<file path="src/rtl/rbus_pkg.sv">
package rbus_pkg;

    typedef enum logic [1:0] {
        PH_RX  = 2'd0,
        PH_BUS = 2'd1,
        PH_REQ = 2'd2,
        PH_TX  = 2'd3
    } phase_e;

    localparam int         HDR_BYTES = 8;
    localparam logic [7:0] FMT_CODE  = 8'hFF;
    localparam int         CB_ACK    = 7;
    localparam int         CB_RD     = 6;
    localparam int         CB_WR     = 5;
    localparam int         CB_ERR    = 0;

endpackage

</file>
<file path="src/rtl/rbus_buf.sv">
module rbus_buf #(
    parameter int DEPTH = 16,
    parameter int AW    = 4
) (
    input  logic          clk,
    input  logic          we,
    input  logic [AW-1:0] waddr,
    input  logic [7:0]    wdata,
    input  logic [AW-1:0] raddr_a,
    output logic [7:0]    rdata_a,
    input  logic [AW-1:0] raddr_b,
    output logic [7:0]    rdata_b
);

    logic [7:0] mem_q [DEPTH];

    always_ff @(posedge clk) begin
        if (we) begin
            mem_q[waddr] <= wdata;
        end
    end

    assign rdata_a = mem_q[raddr_a];
    assign rdata_b = mem_q[raddr_b];

endmodule

</file>
<file path="src/rtl/rbus_timer.sv">
module rbus_timer #(
    parameter int LIMIT = 16
) (
    input  logic clk,
    input  logic rst_n,
    input  logic run,
    output logic expired
);

    localparam int TW = $clog2(LIMIT + 1);

    logic [TW-1:0] cnt_d, cnt_q;

    always_comb begin
        cnt_d = cnt_q;
        if (!run) begin
            cnt_d = '0;
        end else if (cnt_q != TW'(LIMIT - 1)) begin
            cnt_d = cnt_q + TW'(1);
        end
    end

    always_ff @(posedge clk or negedge rst_n) begin
        if (!rst_n) begin
            cnt_q <= '0;
        end else begin
            cnt_q <= cnt_d;
        end
    end

    assign expired = run && (cnt_q == TW'(LIMIT - 1));

endmodule

</file>
<file path="src/rtl/rbus_reply_fmt.sv">
module rbus_reply_fmt
    import rbus_pkg::*;
#(
    parameter int TXW = 5
) (
    input  logic [TXW-1:0] pos,
    input  logic           is_rd,
    input  logic           is_wr,
    input  logic           err,
    input  logic [7:0]     id,
    input  logic [7:0]     count,
    input  logic [31:0]    addr,
    input  logic [7:0]     payload,
    output logic [7:0]     byte_out
);

    logic [7:0] cmd_byte;

    always_comb begin
        cmd_byte         = 8'h00;
        cmd_byte[CB_ACK] = 1'b1;
        cmd_byte[CB_RD]  = is_rd;
        cmd_byte[CB_WR]  = is_wr;
        cmd_byte[CB_ERR] = err;
    end

    always_comb begin
        case (pos)
            TXW'(0): byte_out = FMT_CODE;
            TXW'(1): byte_out = cmd_byte;
            TXW'(2): byte_out = id;
            TXW'(3): byte_out = count;
            TXW'(4): byte_out = addr[31:24];
            TXW'(5): byte_out = addr[23:16];
            TXW'(6): byte_out = addr[15:8];
            TXW'(7): byte_out = addr[7:0];
            default: byte_out = payload;
        endcase
    end

endmodule

</file>
<file path="src/rtl/rbus_ctrl.sv">
module rbus_ctrl
    import rbus_pkg::*;
#(
    parameter int DEPTH   = 16,
    parameter int TIMEOUT = 16
) (
    input  logic        clk,
    input  logic        rst_n,
    input  logic        rx_valid,
    input  logic [7:0]  rx_data,
    input  logic        rx_last,
    output logic [31:0] bus_addr,
    output logic        bus_we,
    output logic        bus_re,
    output logic [7:0]  bus_wdata,
    input  logic [7:0]  bus_rdata,
    input  logic        bus_ack,
    output logic        tx_req,
    input  logic        tx_grant,
    output logic        tx_valid,
    output logic [7:0]  tx_data,
    output logic        tx_last
);

    localparam int         AW      = (DEPTH > 1) ? $clog2(DEPTH) : 1;
    localparam int         TXW     = $clog2(DEPTH + HDR_BYTES + 1);
    localparam logic [7:0] LEN_MAX = 8'(DEPTH);

    typedef struct packed {
        phase_e         st;
        logic           open;
        logic           cap;
        logic [15:0]    cnt;
        logic           fmt_ok;
        logic           ack_bit;
        logic           is_rd;
        logic           is_wr;
        logic [7:0]     id;
        logic [7:0]     len;
        logic [31:0]    addr;
        logic [7:0]     idx;
        logic           err;
        logic [TXW-1:0] txi;
    } regs_t;

    regs_t d, q;

    logic          buf_we;
    logic [AW-1:0] buf_waddr;
    logic [7:0]    buf_wdata;
    logic [7:0]    buf_rd_a;
    logic [7:0]    buf_rd_b;
    logic [15:0]   cur;
    logic [15:0]   total;
    logic          take;
    logic          hdr_ok;
    logic          strobe;
    logic          tmo;
    logic          tx_end;

    // byte position within the arriving packet, and whether it is captured
    assign cur   = q.open ? q.cnt : 16'd0;
    assign total = cur + 16'd1;
    assign take  = q.open ? q.cap : (q.st == PH_RX);

    assign hdr_ok = (total >= 16'(HDR_BYTES)) && q.fmt_ok && !q.ack_bit
                 && (q.is_rd ^ q.is_wr) && (q.len != 8'd0) && (q.len <= LEN_MAX)
                 && (!q.is_wr || (total >= 16'(HDR_BYTES) + 16'(q.len)));

    assign strobe = (q.st == PH_BUS);
    assign tx_end = (16'(q.txi) == 16'(HDR_BYTES - 1) + 16'(q.idx));

    always_comb begin
        d         = q;
        buf_we    = 1'b0;
        buf_waddr = '0;
        buf_wdata = 8'h00;

        if (rx_valid) begin
            d.open = !rx_last;
            d.cap  = take && !rx_last;
            d.cnt  = (cur == 16'hFFFF) ? cur : total;
            if (take) begin
                case (cur)
                    16'd0: d.fmt_ok = (rx_data == FMT_CODE);
                    16'd1: begin
                        d.ack_bit = rx_data[CB_ACK];
                        d.is_rd   = rx_data[CB_RD];
                        d.is_wr   = rx_data[CB_WR];
                    end
                    16'd2: d.id  = rx_data;
                    16'd3: d.len = rx_data;
                    16'd4, 16'd5, 16'd6, 16'd7: d.addr = {q.addr[23:0], rx_data};
                    default: begin
                        if (cur < 16'(HDR_BYTES + DEPTH)) begin
                            buf_we    = 1'b1;
                            buf_waddr = AW'(cur - 16'(HDR_BYTES));
                            buf_wdata = rx_data;
                        end
                    end
                endcase
                if (rx_last && hdr_ok) begin
                    d.st  = PH_BUS;
                    d.idx = 8'd0;
                    d.err = 1'b0;
                end
            end
        end

        case (q.st)
            PH_BUS: begin
                if (bus_ack) begin
                    if (q.is_rd) begin
                        buf_we    = 1'b1;
                        buf_waddr = AW'(q.idx);
                        buf_wdata = bus_rdata;
                    end
                    d.idx = q.idx + 8'd1;
                    if (q.idx + 8'd1 == q.len) begin
                        d.st = PH_REQ;
                    end
                end else if (tmo) begin
                    d.err = 1'b1;
                    d.st  = PH_REQ;
                end
            end
            PH_REQ: begin
                if (tx_grant) begin
                    d.st  = PH_TX;
                    d.txi = '0;
                end
            end
            PH_TX: begin
                d.txi = q.txi + TXW'(1);
                if (tx_end) begin
                    d.st = PH_RX;
                end
            end
            default: ;
        endcase
    end

    always_ff @(posedge clk or negedge rst_n) begin
        if (!rst_n) begin
            q <= '{st: PH_RX, default: '0};
        end else begin
            q <= d;
        end
    end

    rbus_buf #(.DEPTH(DEPTH), .AW(AW)) u_buf (
        .clk     (clk),
        .we      (buf_we),
        .waddr   (buf_waddr),
        .wdata   (buf_wdata),
        .raddr_a (AW'(q.idx)),
        .rdata_a (buf_rd_a),
        .raddr_b (AW'(q.txi - TXW'(HDR_BYTES))),
        .rdata_b (buf_rd_b)
    );

    rbus_timer #(.LIMIT(TIMEOUT)) u_timer (
        .clk     (clk),
        .rst_n   (rst_n),
        .run     (strobe && !bus_ack),
        .expired (tmo)
    );

    rbus_reply_fmt #(.TXW(TXW)) u_fmt (
        .pos      (q.txi),
        .is_rd    (q.is_rd),
        .is_wr    (q.is_wr),
        .err      (q.err),
        .id       (q.id),
        .count    (q.idx),
        .addr     (q.addr),
        .payload  (buf_rd_b),
        .byte_out (tx_data)
    );

    assign bus_addr  = q.addr + 32'(q.idx);
    assign bus_re    = strobe && q.is_rd;
    assign bus_we    = strobe && q.is_wr;
    assign bus_wdata = buf_rd_a;
    assign tx_req    = (q.st == PH_REQ);
    assign tx_valid  = (q.st == PH_TX);
    assign tx_last   = tx_valid && tx_end;

endmodule

</file>
<file path="config.mk">
export PLATFORM = sky130hd
export DESIGN_NAME = rbus_ctrl
export DESIGN_NICKNAME = d
export VERILOG_FILES = /design/src/rtl/rbus_pkg.sv /design/src/rtl/rbus_buf.sv /design/src/rtl/rbus_timer.sv /design/src/rtl/rbus_reply_fmt.sv /design/src/rtl/rbus_ctrl.sv
export SDC_FILE = /design/constraint.sdc
export NUM_CORES = 1
export LEC_CHECK = 0
export BUFFER_PORTS_ARGS = -buffer_cell sky130_fd_sc_hd__buf_2
export CAP_MARGIN = 20
export CORE_MARGIN = 8
export CORE_UTILIZATION = 40
export DETAILED_ROUTE_END_ITERATION = 12
export GPL_TIMING_DRIVEN = 0
export PLACE_DENSITY_LB_ADDON = 0.08
export SLEW_MARGIN = 20
export SYNTH_ARGS = -nofsm -noshare
export SYNTH_HDL_FRONTEND = slang
export SYNTH_SLANG_ARGS = --single-unit
export TNS_END_PERCENT = 1
</file>
<file path="constraint.sdc">
create_clock -name clk -period 8.4 [get_ports clk]
set_clock_uncertainty 0.05 [all_clocks]
set_input_delay 1.68 -clock clk [delete_from_list [all_inputs] [get_ports clk]]
set_output_delay 1.68 -clock clk [all_outputs]
set_load 0.01 [all_outputs]
</file>
== Yosys cells after proc, flatten, opt, wreduce, memory -nomap -nowiden ==
Memories as Yosys holds them, arrays and structs flattened.
Cells that the tools add are included.
Operators by class
  mux-type cells: 51
  add/subtract/negate cells: 9
  bitwise logic cells: 1
  reductions and logical operators: 31
  $lt $le $gt $ge: 4
  equal/unequal tests: 25
Operator list (count)
  2-to-1 mux 81 bit: 1
  2-to-1 mux 8 bit: 10
  == test 16 x 3 -> 1 bit (second input constant): 4
  one-hot mux 8 bit (8 select lines): 1
  2-to-1 mux 61 bit: 1
  adder 32 x 8 -> 32 bit: 1
  == test 16 x 2 -> 1 bit (second input constant): 2
  2-to-1 mux 16 bit: 2
  2-to-1 mux 32 bit: 1
  2-to-1 mux 4 bit: 7
  == test 5 x 3 -> 1 bit (second input constant): 4
  2-to-1 mux 9 bit: 2
  adder 16 x 1 -> 16 bit (second input constant): 1
  == test 16 x 1 -> 1 bit (second input constant): 1
  == test 16 bit (second input constant): 1
  greater-or-equal comparator 16 x 4 -> 1 bit (second input constant): 1
  greater-or-equal comparator 16 x 9 -> 1 bit: 1
  zero test 16 bit: 1
  less-than comparator 16 x 5 -> 1 bit (second input constant): 1
  2-to-1 mux 5 bit: 3
  AND reduction 3 bit: 5
  2-to-1 mux 2 bit: 7
  logical AND 1 bit: 13
  2-to-1 mux 1 bit: 13
  other kinds (30): 37
Storage, ports and cells
  register bits: 91
  word-level logic and storage cells: 137
  bits in writable memories: 128
  memories: 1
Memory list
  u_buf.mem_q: depth 16, width 8, rd ports 2, clocked after Yosys merged registers in 0, wr ports 1, line rbus_buf.sv:15  | logic [7:0] mem_q [DEPTH];

== Depth between registers and ports, before layout ==
  depth after elaboration: 16
  gate-level depth with buffers: 16
  mapped depth without buffers: 13

== Modules after synthesis ==
A second synthesis with hierarchy kept.
Second synthesis, totals
  cells, all modules: 1050
  area, all modules: 12847.3 µm²
Modules (own cells, without submodules)
  rbus_buf: times used 1, cells an instance 291, area an instance 6024.5 µm²
  rbus_ctrl: times used 1, cells an instance 646, area an instance 5905.7 µm²
  rbus_reply_fmt: times used 1, cells an instance 89, area an instance 633.1 µm²
  rbus_timer: times used 1, cells an instance 24, area an instance 284.0 µm²

== Least setup slack after synthesis ==
Ideal clock, no wire load.
  path kind: reg-to-output
  from: reg q[7] (netlist name)
  to: out bus_addr[20]
  data arrival time: 2.509 ns
  path slack: 4.161 ns
  stages on the path, launching flop included: 11
  data required time: 6.670 ns
  path through: dfrtp_1 > buf_2 > inv_1 > fa_1 > nor2b_1 > o21ai_0 > a21boi_0 > o21ai_0 > a21oi_1 > nand4_1 > xnor2_1
On the way
  word-level cells in the longest chain between the ends: 1
Ends and longest elaborated chain
  from (decl): line rbus_ctrl.sv:46  | regs_t d, q;
  from (signal assigned): line rbus_ctrl.sv:145  | q <= '{st: PH_RX, default: '0};
  from (signal assigned): line rbus_ctrl.sv:147  | q <= d;
  adder 32 x 8 -> 32 bit: line rbus_ctrl.sv:181  | assign bus_addr = q.addr + 32'(q.idx);
  to (decl): line rbus_ctrl.sv:12  | output logic [31:0] bus_addr,
Every way passes these cells.

== Final worst setup path ==
  from: reg q[7] (netlist name)
  to: out bus_addr[18]
The elaborated chain is that of the path after synthesis.

==> impl_metrics.toml <==
[global_routing]
grt_pass1_wl_um = 58600
grt-ovfl-total = 0
grt_pass1_vias = 8932
grt_max_degree = 59
antenna_found_initial = 0
track_usage_pct = 20.4

[clock_tree]
cts_sinks = 219
clk_latency_ns = 0.55
ctsResizeCount = 0
htreeDepth = 1
root_buffer = "clkbuf_16"
clk_pin_slew_worst_paths_ns = 0.06
cts_buffer_depth = 3
post_cts_buffers = 0
hold_buffers = 0
numCtsBuffers = 26
cts_tree = "yes"

[synth]
synthFlopType = "edfxtp_1"
synthSimpleGateAreaFrac_pct = 12.6
yosysUniqueCellTypes = 83
seq_area_frac_synth_pct = 48.7
synth-adder-area-share_pct = 3.14
synthTopCellsByArea = "edfxtp_1 31%, dfrtp_1 18%, mux4_2 13%"
synthTopCellsByCount = "128 x edfxtp_1, 91 x dfrtp_1, 72 x mux4_2"
synth.largest_area_cell = "edfxtp_1"
async_flop_share_pct = 41.6
synth-xor-area-share_pct = 3.97
yosysWarnings = 0
synth.cell_area_mm2 = 0.0126
synth_edf_count = 128
synth-compound-area-share_pct = 8.90
synthMuxAreaShare_pct = 19.2
syn_area_per_cell_um2 = 12.8
syn_nets = 1038
synth_top_area_share_pct = 30.6
synth.most_common_cell = "edfxtp_1"
ys_ff_latch = 219
netlist_instances = 985
synth_top_family_by_area = "multiplexers"

[worst_setup_path]
cp_max_fo = 10
required_ns = 6.67
cpPeakStageDelay_ns = 0.66
setup.worst_path.start_class = "flip-flop"
path_cells = "buf_2, inv_1, fa_1, nor2b_1, o21ai_0, a21boi_0, o21ai_0, a21oi_1, nand4_1, xnor2_1, buf_2"
critPathKind = "flip-flop to primary output"
arrival_ns = 4.12
crit_slowest_cell = "a21oi_1"
end_kind = "primary output"

[drt]
dr.pass1.iters = 5
drc = 0
ant_nets = 0
num_vias = 8860
drt-total-wl_um = 38600
first_iter_violations = 713
routedWlPerCell_um = 25.6
routed_via_density = 5.88

[min_path]
min-delay-path-class = "flip-flop to flip-flop"

[placement]
dpl-instance-area_mm2 = 0.0135
gp_congestion = 0.838
io_buffers = 74
hpwlAfterDp_um = 28000
post-place-ws_ns = 3.06

[power_and_ir_drop]
clkPwrFrac_pct = 40.0
switching_share_pct = 27.1
p_total_mw = 2.80
p_sw_mw = 0.758
p_int_mw = 2.04
p_comb_share_pct = 15.1
ir_drop_v = 0.000168
p_per_area_mw_per_mm2 = 195
leakage_nw = 5.66
seqPwrFrac_pct = 44.9

[sta]
grt_setup_unrepaired = "no"
setup_viol = 0
slew_headroom_pct = 27.0
hold_viol = 0
worst_slack_ns = 2.55
fmax_ghz = 0.171
period_minus_slack_ns = 5.85
final_max_slew_viol_count = 0
final.period_utilization_pct = 69.7
worst_slew_pin_slew_ns = 1.09
tns_ns = 0

[floorplanning]
fp.dieW_um = 193
die_h_um = 193
core_mm2 = 0.0312
dieArea_mm2 = 0.0374
start_util_pct = 40.3
num_io_pins = 75
fp-row-count = 65

[status]
outcome = "finished clean"

[finish]
nets = 1141
antenna_cells = 0
finalInstanceArea_mm2 = 0.0143
areaGrowthSynthToFinish_pct = 13.9
drive_gt1_share_pct = 25.6

[flow_run]
max-cap-violations = 0
-- final timing paths --
path	startpoint	end	slack [ns]	cells after the start
max in group asynchronous	rst_n	q[35]	6.64	2
worst min-delay path	q[57]	q[57]	0.46	1
worst max-delay path	q[7]	bus_addr[18]	2.55	11
min in group asynchronous	rst_n	q[67]	0.98	1
worst min register to register	q[57]	q[57]	0.46	1
worst max register to register	q[83]	u_buf.mem_q[4][4]	3.52	12
-- power by group through the flow --
stage,Sequential (mW),Combinational (mW),Clock [mW]
after floorplan,1.25,0.301,0
after global placement,1.28,0.417,0
after detailed placement,1.28,0.423,0
after CTS,1.25,0.425,1.14
after global routing,1.26,0.463,1.17
final,1.26,0.422,1.12
-- stage by stage --
step / instances / utilization, % / hold slack (ns)
2_1_floorplan: 985 / - / 0.421
3_5_place_dp: 1462 / 43.2 / 0.444
3_3_place_gp: 1461 / 43.1 / 0.438
6_report: 1507 / 45.9 / 0.459
5_1_grt: 1507 / 45.9 / 0.460
4_1_cts: 1507 / 45.9 / 0.458
-- state kept, by name (all words and copies together) (netlist names) --
register       count
u_buf.mem_q      128
u_timer.cnt_q      5
q                 86
-- metal layers --
layer	GRT usage [%]	vias up	share of wire [%]
met2	33.8	259	48
met3	3.92	46	5.3
met5	0	-	0
met4	4.22	0	1.9
met1	27.6	4545	45
li1	-	4010	-
-- critical path, delay by kind of cell, from the launching register on --
family,cells,cell delay [ns]
fa+ha+maj,1,0.51
flops,1,0.55
simple gates,2,0.32
buf+inv,3,0.82
xor+xnor,1,0.18
compound gates,4,1.21
-- cell type report --
cell class / count / area, µm²
Buffer: 63 / 323
Clock buffer: 34 / 711
Clock inverter: 11 / 125
Fill cell: 2909 / 16900
Inverter: 29 / 109
Multi-Input combinational cell: 674 / 6030
Sequential cell: 219 / 6120
Tap cell: 402 / 503
Timing Repair Buffer: 75 / 404
-- cells by family (layout without fill, tap and decap cells) --
logic type      after synthesis  in the layout
compound gates              154            154
simple gates                287            287
fa+ha+maj                    31             31
buf+inv                      92            212
flops                       219            219
mux                         145            145
xor+xnor                     57             57
-- cells in the final DEF (no fill, tap or decap), types with 21 or more instances in the layout --
master	synthesis	layout
nor3_1	21	21
mux2i_1	21	21
a21oi_1	27	27
mux2_2	46	46
ha_1	30	30
nor2_1	59	59
clkbuf_16	0	26
xnor2_1	32	32
dfrtp_1	91	91
inv_1	29	29
nand2_1	49	49
o21ai_0	24	24
clkbuf_1	31	35
nand3_1	32	32
mux4_2	72	72
xor2_1	25	25
edfxtp_1	128	128
buf_2	13	86
No activity file was read; power rests on OpenSTA's default activity.
